`config.mk`:
```
export PLATFORM = sky130hd
export DESIGN_NAME = ctl_field_insert
export DESIGN_NICKNAME = d
export VERILOG_FILES = /design/src/rtl/ctl_field_insert.sv
export SDC_FILE = /design/constraint.sdc
export NUM_CORES = 1
export LEC_CHECK = 0
export ABC_AREA = 1
export BUFFER_PORTS_ARGS = -buffer_cell sky130_fd_sc_hd__buf_2
export CELL_PAD_IN_SITES_DETAIL_PLACEMENT = 0
export CELL_PAD_IN_SITES_GLOBAL_PLACEMENT = 2
export CORE_ASPECT_RATIO = 1.4
export CORE_MARGIN = 5
export CORE_UTILIZATION = 23
export DETAILED_ROUTE_END_ITERATION = 8
export PLACE_DENSITY_LB_ADDON = 0.15
export SETUP_SLACK_MARGIN = 0.15
export SYNTH_ARGS = -nofsm -noshare
export SYNTH_HDL_FRONTEND = slang
export SYNTH_SLANG_ARGS = --single-unit
```
`constraint.sdc`:
```
create_clock -name vclk -period 4.6
set_input_delay 1.15 -clock vclk [all_inputs]
set_output_delay 1.15 -clock vclk [all_outputs]
set_load 0.01 [all_outputs]
```
`src/rtl/ctl_field_insert.sv`:
```
module ctl_field_insert #(
  parameter int XLEN      = 64,
  parameter int HALF      = 32,
  parameter int CTL_W     = 32,
  parameter int NPOS_W    = 5,
  parameter int WPOS_W    = 7,
  parameter int NSZ_W     = 5,
  parameter int WSZ_W     = 6,
  parameter int SZ_LSB    = 7,
  parameter int IDX_W     = 5,
  parameter logic [5:0] FN_NARROW = 6'h0C,
  parameter logic [5:0] FN_WIDE   = 6'h0D
) (
  input  logic [XLEN-1:0]  src_val,
  input  logic [XLEN-1:0]  dst_val,
  input  logic [CTL_W-1:0] ctl_reg,
  input  logic [IDX_W-1:0] dst_idx,
  input  logic             mode64,
  input  logic             dsp_en,
  input  logic [5:0]       func,
  input  logic [4:0]       sub_op,
  output logic [XLEN-1:0]  result,
  output logic             wr_en,
  output logic             rsvd_exc,
  output logic             dsp_exc
);
  localparam int MW = XLEN + 1;
  localparam int CW = WPOS_W + 2;

  logic              is_n, is_w, sel, illegal, idx_nz;
  logic [WPOS_W-1:0] pos;
  logic [WSZ_W-1:0]  size;
  logic [CW-1:0]     top;
  logic              range_bad;
  logic [MW-1:0]     ones, mask;
  logic [XLEN-1:0]   merged, narrow_out;

  assign is_n   = (func == FN_NARROW);
  assign is_w   = (func == FN_WIDE);
  assign sel    = is_n | is_w;
  assign idx_nz = |dst_idx;

  assign pos  = is_w ? ctl_reg[WPOS_W-1:0] : WPOS_W'(ctl_reg[NPOS_W-1:0]);
  assign size = is_w ? ctl_reg[SZ_LSB +: WSZ_W] : WSZ_W'(ctl_reg[SZ_LSB +: NSZ_W]);

  assign top       = CW'(pos) + CW'(size);
  assign range_bad = (size == '0) || (top > CW'(XLEN + 1));

  assign ones   = (MW'(1) << size) - MW'(1);
  assign mask   = ones << pos;
  assign merged = (src_val & mask[XLEN-1:0]) | (dst_val & ~mask[XLEN-1:0]);
  assign narrow_out = {{(XLEN-HALF){merged[HALF-1]}}, merged[HALF-1:0]};

  assign result = range_bad ? dst_val : (is_w ? merged : narrow_out);

  assign illegal  = sel & ((sub_op != 5'd0) | (is_w & ~mode64));
  assign rsvd_exc = illegal;
  assign dsp_exc  = sel & ~illegal & ~dsp_en & (is_n | idx_nz);
  assign wr_en    = sel & ~illegal & dsp_en & idx_nz;

  always_comb begin
    if (dst_idx == '0) AST_NO_ZERO_WRITE: assert (!wr_en);
    AST_EXC_EXCLUSIVE: assert (!(rsvd_exc && dsp_exc));
    if (wr_en) AST_WRITE_CLEAN: assert (!rsvd_exc && !dsp_exc);
    if (!is_n && !is_w) AST_FOREIGN_QUIET: assert (!wr_en && !rsvd_exc && !dsp_exc);
    if (sub_op != 5'd0) AST_SUBOP_NO_WRITE: assert (!wr_en);
    if (is_w && !mode64) AST_WIDE_NEEDS_64: assert (!wr_en);
    if (size == '0) AST_EMPTY_KEEPS: assert (result == dst_val);
    if (is_n && !range_bad)
      AST_NARROW_SEXT: assert (result[XLEN-1:HALF] == {(XLEN-HALF){result[HALF-1]}});
  end
endmodule

```
# [After elaboration in Yosys (flattened, before gate mapping)]
# Cells that the tools add are included.
[totals] regBits=0 in_bits=178 out_inout_bits=67 elab_cells=32
[op_classes] addsub=2 n_lt_le_gt_ge=1 n_eq_ne=2 shifts=2 n_mux=4 n_bitwise=17 reduce_logical=4
[ops] cell="64-bit bitwise AND" count=2
[ops] cell="64-bit 2-to-1 mux" count=2
[ops] cell="1-bit by 6-bit << shifter with 65-bit output (first input constant)" count=1
[ops] cell="65-bit by 7-bit << shifter with 64-bit output" count=1
[ops] cell="65-bit by 2-bit subtractor with 65-bit output (second input constant)" count=1
[ops] cell="64-bit inverter" count=1
[ops] cell="64-bit bitwise OR" count=1
[ops] cell="6-bit by 4-bit equality test with 1-bit output (second input constant)" count=2
[ops] cell="7-bit by 6-bit adder with 8-bit output" count=1
[ops] cell="8-bit by 7-bit greater-than comparator with 1-bit output (second input constant)" count=1
[ops] cell="1-bit bitwise AND" count=7
[ops] cell="7-bit 2-to-1 mux" count=1
[ops] cell="6-bit zero test" count=1
[ops] cell="6-bit 2-to-1 mux" count=1
[ops] cell="5-bit nonzero test" count=1
[ops] cell="5-bit OR reduction" count=1
[ops] cell="1-bit inverter" count=3
[ops] cell="1-bit bitwise OR" count=3
[ops] cell="1-bit logical OR" count=1

# [Depth between registers and ports, before layout]
# Gate-level depths: netlist (run 1).
[logic_depth] word_depth=10 mapped_depth=28 ltp_nobuf=26

# [Worst setup path after synthesis (run 1)]
# Ideal clock, no wire load.
[synth_path] path_kind="input to output" startpoint="input port ctl_reg[7]" endpoint="output port result[33]" arrival_ns=3.673 required_time_ns=3.450 path_slack_ns=-0.223 path_stages=24 path_buffers=3 cell_sequence="buf_4 > inv_4 > nor2_8 > nand3_1 > nor2_1 > nand2_2 > ha_1 > nand2_2 > nor2_4 > nand2_2 > nor2_4 > buf_6 > nand3b_1 > nand3_1 > nand3_1 > nand3_2 > nand3_2 > nand2_1 > nand2_1 > nand4_1 > nand3_2 > o21ai_4 > buf_6 > a21oi_2"
[synth_between] elab_chain_cells=9 word_cells_on_any_way=14 cone_classes="add/sub (2); order compare (1); shift (2); mux (3); bitwise (4); reduce/logical (2)"
[synth_rtl] element="from (decl)" line="16" text="input logic [CTL_W-1:0] ctl_reg,"
[synth_rtl] element="6-bit 2-to-1 mux *" line="44" text="assign size = is_w ? ctl_reg[SZ_LSB +: WSZ_W] : WSZ_W'(ctl_reg[SZ_LSB +: NSZ_W]);"
[synth_rtl] element="1-bit by 6-bit << shifter with 65-bit output" line="49" text="assign ones = (MW'(1) << size) - MW'(1);"
[synth_rtl] element="65-bit by 2-bit subtractor with 65-bit output" line="49"
[synth_rtl] element="65-bit by 7-bit << shifter with 64-bit output" line="50" text="assign mask = ones << pos;"
[synth_rtl] element="64-bit inverter" line="51" text="assign merged = (src_val & mask[XLEN-1:0]) | (dst_val & ~mask[XLEN-1:0]);"
[synth_rtl] element="64-bit bitwise AND" line="51"
[synth_rtl] element="64-bit bitwise OR" line="51"
[synth_rtl] element="64-bit 2-to-1 mux" line="54" text="assign result = range_bad ? dst_val : (is_w ? merged : narrow_out);"
[synth_rtl] element="64-bit 2-to-1 mux *" line="54"
[synth_rtl] element="to (decl)" line="22" text="output logic [XLEN-1:0] result,"
# Mark *: on every way between the ends. The rest lies on a longest branch, timed or not.

# [Worst setup path in the final report (run 1)]
[layout_path] startpoint="input port func[1]" endpoint="output port result[48]"
[layout_between] elab_chain_cells=10 word_cells_on_any_way=16 cone_classes="add/sub (2); order compare (1); eq/ne (1); shift (2); mux (4); bitwise (4); reduce/logical (2)"
[layout_rtl] element="from (decl)" line="20" text="input logic [5:0] func,"
[layout_rtl] element="6-bit by 4-bit equality test with 1-bit output *" line="39" text="assign is_w = (func == FN_WIDE);"
[layout_rtl] element="6-bit 2-to-1 mux" line="44"
[layout_rtl] element="1-bit by 6-bit << shifter with 65-bit output" line="49"
[layout_rtl] element="65-bit by 2-bit subtractor with 65-bit output" line="49"
[layout_rtl] element="65-bit by 7-bit << shifter with 64-bit output" line="50"
[layout_rtl] element="64-bit inverter" line="51"
[layout_rtl] element="64-bit bitwise AND" line="51"
[layout_rtl] element="64-bit bitwise OR" line="51"
[layout_rtl] element="64-bit 2-to-1 mux" line="54"
[layout_rtl] element="64-bit 2-to-1 mux *" line="54"
# Marked as above.

==> qor.yml, run 1 <==
worst_setup_path:
  crit_path_top_delay_cell: "buf_12"
  timing.critical_path.mode_cell: "nand2_4"
  cp_max_fo: 15
  worst-endpoint-arrival_ns: 4.46
  cp-end-kind: "output pin"
  critical_path_class: "in -> out"
  cp-start-kind: "primary input"
  critical_path.max_stage_delay_ns: 0.23
  worst-endpoint-required_ns: 3.45
layout:
  area_growth_syn_to_layout_pct: 77.9
  drive_above_1_share_pct: 47.0
  num_antenna_cells: 0
  design_area_um2: 15900
  layout.clock_buffers: 0
  fin_nets: 2575
  layout.area.seq_um2: 0
  count_of_flip_flops_and_latches: 0
  mostFrequentLayoutCells: "nand2_1 (407), nand3_1 (366), buf_4 (352), buf_2 (216)"
  fillers: 4394
  final_common_cell: "nand2_1"
clock_network:
  post_cts_hold_buffer_count: 0
pwr:
  p_int_uw: 859
  vdd_ir_drop_max_v: 0.0000539
  p_leak_nw: 8.42
  seq_power_share_pct: 0
  power.share.combinational_pct: 100.0
  power_density_nw_per_um2: 126
  design_power_total_mw: 2.01
  switching_share_pct: 57.2
  clk_network_pwr_share_pct: 0
  power.switching_mw: 1.15
floorplanning:
  number_of_standard_cell_rows_in_the_floorplan: 85
  core_um2: 38500
  die_y_um: 244
  initial_standard_cell_utilization_of_the_core_pct: 23.3
  die-width_um: 177
  io_pins: 245
  die-area_um2: 43100
placed_design:
  post_dp_cell_area_um2: 13400
  place.gp.congestion: 0.914
  place_hpwl_mm: 46.1
  placement.io_buffers: 226
  placement.setup.worst_slack_ns: -1.07
sta:
  peak_clock_frequency_supported_by_timing_mhz: 178
  slew_viol_final: 0
  min_period_ns: 5.61
  unrepaired_setup_endpoints_after_global_routing: "true"
  setup_violations: 64
  finalHoldViolations: 0
  timing.max_slew.rel_slack_pct: 58.8
  postLayoutSetupSlackWorst_ns: -1.01
  worst_pin_slew_ns: 0.618
  timing.final.crit_share_pct: 122
route:
  drt_first_iter_violations: 693
  postRouteAntennaNets: 0
  detail_route.first_pass.iterations: 5
  detail_route.vias_per_cell: 4.94
  route.detailed.wl_per_inst_um: 18.8
  route.vias.total: 14389
  drc: 0
  postRouteWirelength_mm: 54.6
global_route:
  maximum_number_of_pins_on_one_net_before_global_route_repair: 63
  grt-ovfl-total: 0
  grt.total_usage_pct: 24.3
  grt_antenna_before_repair: 1
  number_of_global_route_vias_before_repair: 14707
  grt_first_pass_wirelength_mm: 83.1
synth:
  mappedNetlistArea_um2: 8960
  syn_area_per_cell_um2: 4.85
  ys_warn_count: 0
  synth.net_count: 2035
  synth_cells: 1850
  synth.lib_cells_used.distinct: 45
  yosysSeqAreaShare_pct: 0
outcome:
  violations_in_the_final_reports: "setup timing"
  status: "finished with violations"
hold_path:
  hold_class: "in -> out"
run:
  max_cap_viols: 0
## power by group through the flow
| stage | combinational [mW] | sequential (mW) | clock (mW) |
|---|---|---|---|
| after floorplan | 0.930 | 0 | 0 |
| after global placement | 1.66 | 0 | 0 |
| after detailed placement | 1.66 | 0 | 0 |
| after CTS | 1.87 | 0 | 0 |
| after global routing | 2.18 | 0 | 0 |
| final | 2.01 | 0 | 0 |
## worst max-delay path: cells and delay by family
kind            cells  cell delay (ns)
simple gates       17             2.03
fa+ha+maj           1             0.16
compound gates      2             0.26
buf+inv             6             0.83
## path summary, 6_finish.rpt
check	from	endpoint	slack, ns	depth (start not counted)
worst max-delay path	func[1]	result[48]	-1.01	26
worst min-delay path	dsp_en	dsp_exc	2.55	3
## final cells by class
type	count	area [µm²]	area share, %
inverters	175	684	4.29
multi-input cells	1568	9820	61.6
well taps	522	653	4.10
repair buffers	645	4790	30.0
## routing by layer
metal | track usage [%] | wire length [µm] | share of wire (%)
met2 | 47.1 | 28800 | 53
met1 | 26.6 | 20700 | 38
met5 | 0 | 0 | 0
met3 | 1.27 | 1600 | 2.9
met4 | 11.4 | 3430 | 6.3
## synthesized netlist by cell type (6+ instances only)
| library cell | number | area [µm²] |
|---|---|---|
| inv_1 | 158 | 593 |
| nand3b_1 | 25 | 188 |
| nand4_1 | 52 | 325 |
| nor2_1 | 205 | 769 |
| a21oi_1 | 45 | 225 |
| clkbuf_1 | 48 | 180 |
| o21ai_0 | 29 | 145 |
| nor3_1 | 13 | 65.1 |
| inv_2 | 11 | 41.3 |
| buf_6 | 12 | 135 |
| buf_1 | 30 | 113 |
| ha_1 | 6 | 75.1 |
| nor2_4 | 11 | 124 |
| a21oi_2 | 30 | 263 |
| nand2_1 | 491 | 1840 |
| nand3_1 | 522 | 2610 |
| o21ai_1 | 11 | 55.1 |
| nand2_2 | 27 | 169 |
| buf_2 | 16 | 80.1 |
| xor2_1 | 6 | 52.6 |
| mux2i_1 | 29 | 290 |
| nand3_2 | 13 | 130 |
| nor2_2 | 15 | 93.8 |
## metrics by stage
step / setup TNS [ns] / hold slack, ns / cells / utilization [%]
global placement: -56.67 / 2.55 / 2866 / 34.9
global route: -65.05 / 2.58 / 2910 / 41.4
detailed placement: -56.38 / 2.55 / 2866 / 34.9
floorplan: -2.74 / 2.35 / 1850 / -
finish: -52.27 / 2.55 / 2910 / 41.4
CTS: -44.18 / 2.55 / 2890 / 38.8
## what timing repair did
| item | 4_1_cts | 5_1_grt |
|---|---|---|
| endpoints found under the setup margin | 64 | 64 |
| pin swaps | 69 | 64 |
| buffers inserted | 21 | 20 |
| resized for setup | 301 | 196 |
| gates cloned | 3 | 0 |
## logic make-up (layout without fill, tap and decap cells)
| group | Yosys count | count (layout) | share of synthesized area [%] |
|---|---|---|---|
| compound gates | 131 | 132 | 9.10 |
| xor+xnor | 9 | 9 | 0.879 |
| fa+ha+maj | 7 | 7 | 1.06 |
| buf+inv | 284 | 820 | 13.3 |
| mux | 31 | 31 | 3.49 |
| simple gates | 1388 | 1389 | 72.2 |
Power figures use the tool's default switching activity.
==> inputs of run 2 (changes only) <==
CORE_UTILIZATION = 28   (was 23)
clock period = 6.5 ns   (was 4.6 ns; I/O delays follow)
==> run 2 against run 1 <==
  * The flow still finishes with violations (setup timing)
  * Worst setup slack improved by 0.92 ns
  * Non-clock buffer count decreased by 227
  * Worst hold slack improved by 0.95 ns
  * Critical path type unchanged
  * Largest power group unchanged
==> qor.yml, run 2 (synthesis results as in run 1) <==
outcome:
  status: "finished with violations"
  violations_in_the_final_reports: "setup timing"
route:
  route.vias.total: 13528  # -6.0%
  postRouteAntennaNets: 0  # unchanged
  drc: 0  # unchanged
  detail_route.vias_per_cell: 5.29  # +7.1%
  detail_route.first_pass.iterations: 5  # unchanged
  drt_first_iter_violations: 851  # +23%
  route.detailed.wl_per_inst_um: 20.0  # +6.5%
  postRouteWirelength_mm: 51.0  # -6.5%
hold_path:
  hold_class: "in -> out"
  worst_hold_path.endpoint: "dsp_exc"
  holdPathStages: 3  # unchanged
  hold_path.startpoint: "dsp_en"
global_route:
  maximum_number_of_pins_on_one_net_before_global_route_repair: 70  # +11%
  grt_first_pass_wirelength_mm: 75.9  # -8.7%
  grt-ovfl-total: 0  # unchanged
  grt.total_usage_pct: 26.6  # +2.4 points
  number_of_global_route_vias_before_repair: 13252  # -9.9%
  grt_antenna_before_repair: 0  # -1
layout:
  drive_above_1_share_pct: 34.3  # -13 points
  mostFrequentLayoutCells: "nand3_1 (453), nand2_1 (428), buf_2 (221), nor2_1 (169), buf_4 (159)"
  fin_cells: 2555  # -12%
  area_growth_syn_to_layout_pct: 44.8
  layout.area.seq_um2: 0  # unchanged
  count_of_flip_flops_and_latches: 0  # unchanged
  design_area_um2: 13000  # -19%
  postLayoutCoreUtil_pct: 41.1  # -0.34 points
  fillers: 3664  # -17%
  num_antenna_cells: 0  # unchanged
  fin_nets: 2347  # -8.9%
  final_common_cell: "nand3_1"
  layout.clock_buffers: 0  # unchanged
sta:
  peak_clock_frequency_supported_by_timing_mhz: 152
  timing.final.crit_share_pct: 101
  postLayoutSetupSlackWorst_ns: -0.0893  # +0.922 ns
  unrepaired_setup_endpoints_after_global_routing: "true"
  timing.max_slew.rel_slack_pct: 29.1  # -30 points
  finalHoldViolations: 0  # unchanged
  setup_violations: 22  # -66%
  slew_viol_final: 0  # unchanged
  worst_pin_slew_ns: 1.06  # +0.441 ns
  min_period_ns: 6.59
pwr:
  vdd_ir_drop_max_v: 0.0000455  # -16%
  p_leak_nw: 7.06  # -16%
  power.share.combinational_pct: 100.0  # about the same
  switching_share_pct: 60.6  # +3.4 points
  clk_network_pwr_share_pct: 0  # unchanged
  power.switching_uw: 717  # -38%
  seq_power_share_pct: 0  # unchanged
  power_density_nw_per_um2: 91.2  # -28%
  p_int_uw: 466  # -46%
worst_setup_path:
  cp-start-kind: "primary input"
  critical_path_class: "in -> out"
  timing.critical_path.mode_cell: "nand3_2"
  cp_max_fo: 9  # -6
  worst-endpoint-arrival_ns: 4.96  # +0.50 ns
  worstPathBufferInverterCount: 7  # +1
  cp-end-kind: "output pin"
  critical_path.max_stage_delay_ns: 0.21  # -0.02 ns
  worst-endpoint-required_ns: 4.88  # +1.43 ns
  timing.critical_path.max_delay_family: "simple AND/OR/NAND/NOR gates"
  crit_path_top_delay_cell: "nand3_4"
placed_design:
  placement.io_buffers: 226  # unchanged
  place_hpwl_mm: 42.6  # -7.6%
  place.gp.congestion: 0.995  # +8.9%
  post_dp_cell_area_um2: 11400  # -15%
  place.detailed.instances: 2522  # -12%
floorplanning:
  core_um2: 31600  # -18%
  die-area_um2: 35700  # -17%
  die_y_um: 222  # -9.0%
  io_pins: 245  # unchanged
  die-width_um: 161  # -8.8%
  initial_standard_cell_utilization_of_the_core_pct: 28.4  # +5.1 points
  number_of_standard_cell_rows_in_the_floorplan: 77  # -9.4%
run:
  max_cap_viols: 0  # unchanged
==> run 2: changes by cell type in the layout (fill, tap and decap cells not counted), sizes merged <==
| cell | before | now |
|---|---|---|
| buf | 645 | 413 |
| clkbuf | 0 | 5 |
| clkinv | 5 | 3 |
| clkinvlp | 0 | 1 |
| inv | 170 | 171 |
| o21ai | 42 | 41 |
==> run 2: layout make-up <==
type	instances	area (µm²)	area share (%)
well taps	395	494	3.81
multi-input cells	1567	8850	68.2
inverters	175	671	5.17
repair buffers	418	2960	22.8
==> run 2: metal layers <==
| layer | vias up | global-route usage, % | wire length, µm |
|---|---|---|---|
| met5 | - | 0 | 0 |
| met4 | 0 | 12.5 | 3210 |
| met3 | 114 | 1.80 | 1940 |
| met2 | 435 | 51.3 | 26500 |
| met1 | 6186 | 29.3 | 19400 |
| li1 | 6793 | - | - |
==> run 2: tightest hold or removal path, cell delays in order <==
cell	delay, ns
buf_2	0.08
a211oi_1	0.04
buf_2	0.13
==> run 2: worst max path at each step <==
stage,start,end,cells after the start
floorplan,ctl_reg[7],result[33],24
global placement,func[1],result[57],26
detailed placement,func[1],result[41],25
CTS,func[1],result[63],26
global route,func[1],result[49],27
finish,func[1],result[50],27
==> run 2: through the flow <==
step | hold slack, ns | power (mW) | worst slack, ns | TNS (ns)
2_1_floorplan | 3.30 | 0.641 | 0.727 | 0
3_3_place_gp | 3.50 | 1.04 | -0.0797 | -1.76
3_5_place_dp | 3.50 | 1.05 | -0.119 | -2.67
4_1_cts | 3.51 | 1.08 | -0.0406 | -0.562
5_1_grt | 3.51 | 1.30 | -0.267 | -6.85
6_report | 3.50 | 1.18 | -0.0893 | -1.49
==> run 2: what timing repair did <==
action,CTS,global route
gates resized for setup,29,255
hold endpoints to repair,0,0
buffers inserted,8,16
cloned,2,7
pin swaps,2,63
hold buffers,0,0
endpoints found under the setup margin,35,55
==> run 2: power by group through the flow <==
| stage | sequential (mW) | combinational, mW | clock, mW |
|---|---|---|---|
| detailed placement | 0 | 1.05 | 0 |
| floorplan | 0 | 0.641 | 0 |
| CTS | 0 | 1.08 | 0 |
| finish | 0 | 1.18 | 0 |
| global route | 0 | 1.30 | 0 |
| global placement | 0 | 1.04 | 0 |
==> inputs of run 3 (changes only) <==
CORE_ASPECT_RATIO = not set   (was 1.4)
CORE_MARGIN = 3   (was 5)
==> run 3 against run 2 <==
  * Critical path type unchanged
  * Combinational power barely moved
  * Worst setup slack improved by 0.15 ns
  * Core utilization rose by 0.21 points
  * Critical endpoint is now result[55]
  * The flow now finishes without violations
  * Largest cell class unchanged
  * Die area fell by 4.3%
  * Final cell count fell by 0.23%
  * Non-clock buffer count fell by 6
==> qor.yml, run 3 (synthesis results as in run 1) <==
layout:
  mostFrequentLayoutCells: "nand2_1 (445), nand3_1 (427), buf_2 (223), nor2_1 (166), buf_4 (159)"
  final_common_cell: "nand2_1"
  layout.clock_buffers: 0  # unchanged
  count_of_flip_flops_and_latches: 0  # unchanged
  num_antenna_cells: 0  # unchanged
  fin_nets: 2340  # -0.30%
  drive_above_1_share_pct: 34.8  # +0.53 points
  fillers: 3617  # -1.3%
  postLayoutCoreUtil_pct: 41.3  # +0.21 points
  area_growth_syn_to_layout_pct: 43.1
  layout.area.seq_um2: 0  # unchanged
  design_area_um2: 12800  # -1.2%
global_route:
  number_of_global_route_vias_before_repair: 12671  # -4.4%
  grt_antenna_before_repair: 0  # unchanged
  grt-ovfl-total: 0  # unchanged
  maximum_number_of_pins_on_one_net_before_global_route_repair: 70  # unchanged
  grt.total_usage_pct: 26.6  # -0.059 points
  grt_first_pass_wirelength_mm: 72.1  # -4.9%
worst_setup_path:
  cp_num_cells: 28  # +3.7%
  worstPathBufferInverterCount: 8  # +1
  cp_max_fo: 7  # -2
  critical_path.max_stage_delay_ns: 0.20  # about the same
  crit_path_top_delay_cell: "nor2_4"
  timing.critical_path.max_delay_family: "simple AND/OR/NAND/NOR gates"
  timing.critical_path.mode_cell: "nand3_2"
  worst-endpoint-arrival_ns: 4.82  # -0.14 ns
  cp-end-kind: "output pin"
  worst-endpoint-required_ns: 4.88  # about the same
  critical_path_class: "in -> out"
  cp-start-kind: "primary input"
placed_design:
  place.gp.congestion: 0.932  # -6.3%
  place_hpwl_mm: 38.8  # -9.0%
  placement.io_buffers: 226  # unchanged
  post_dp_cell_area_um2: 11100  # -2.6%
sta:
  slew_viol_final: 0  # unchanged
  worst_pin_slew_ns: 0.793  # -0.267 ns
  unrepaired_setup_endpoints_after_global_routing: "true"
  min_period_ns: 6.44  # -0.149 ns
  finalHoldViolations: 0  # unchanged
  peak_clock_frequency_supported_by_timing_mhz: 155  # +2.3%
  timing.final.crit_share_pct: 99.1  # -2.3 points
  setup_violations: 0  # -100%
  timing.max_slew.rel_slack_pct: 47.2  # +18 points
floorplanning:
  die-area_um2: 34200  # -4.3%
  die_y_um: 185  # -17%
  number_of_standard_cell_rows_in_the_floorplan: 64  # -17%
  core_um2: 31100  # -1.7%
  io_pins: 245  # unchanged
  die-width_um: 185  # +15%
  initial_standard_cell_utilization_of_the_core_pct: 28.8  # +0.48 points
run:
  max_cap_viols: 0  # unchanged
pwr:
  power_density_nw_per_um2: 91.9  # +0.78%
  design_power_total_mw: 1.18  # -0.39%
  vdd_ir_drop_max_v: 0.0000370  # -19%
  p_leak_nw: 7.00  # -0.94%
route:
  postRouteAntennaNets: 0  # unchanged
  drt_first_iter_violations: 1182  # +39%
  route.detailed.wl_per_inst_um: 18.7  # -6.5%
  postRouteWirelength_mm: 47.6  # -6.7%
  route.vias.total: 13348  # -1.3%
  detail_route.vias_per_cell: 5.24  # -1.1%
  detail_route.first_pass.iterations: 5  # unchanged
  drc: 0  # unchanged
hold_path:
  holdPathStages: 3  # unchanged
  hold_class: "in -> out"
outcome:
  status: "finished, final reports clean"
-- run 3: cell count changes in the layout (fill, tap and decap cells not counted), sizes merged --
cell	previous run	this run
buf	413	409
bufbuf	0	1
clkbuf	5	2
clkinv	3	5
clkinvlp	1	0
inv	171	170
nand3	537	536
-- run 3: power breakdown --
group	internal [mW]	leakage (nW)	switching, mW
Sequential	0	0	0
Combinational	0.465	7.00	0.714
Clock	0	0	0
-- run 3: layout make-up --
type	count	area, µm²	area share (%)
Multi-Input combinational cell	1566	8840	68.9
Timing Repair Buffer	412	2820	22.0
Inverter	175	672	5.24
Tap cell	396	495	3.86
-- run 3: per-stage QoR --
step	TNS (ns)	setup slack (ns)	cells	hold slack, ns
after floorplan	0	0.727	1850	3.30
after global placement	-2.32	-0.104	2496	3.50
after detailed placement	-3.01	-0.122	2496	3.51
after CTS	0	0.0950	2529	3.51
after global routing	-3.38	-0.159	2549	3.53
final	0	0.0593	2549	3.50
-- run 3: final timing paths --
check                    from         end  slack [ns]
worst max-delay path  func[1]  result[55]        0.06
worst min-delay path   dsp_en     dsp_exc        3.50
-- run 3: routing by layer --
metal  part of all wire [%]  vias up  global-route usage, %
li1                       -     6781                      -
met1                     46     6150                   38.0
met2                     48      391                   45.1
met3                    5.4       26                   2.45
met4                   0.93        0                   2.31
met5                      0        -                      0
-- run 3: timing repair --
item,4_1_cts,5_1_grt
buffers inserted,29,18
pin swaps,33,46
hold buffers,0,0
setup endpoints to repair,46,64
gates resized for setup,109,190
gates cloned,4,2
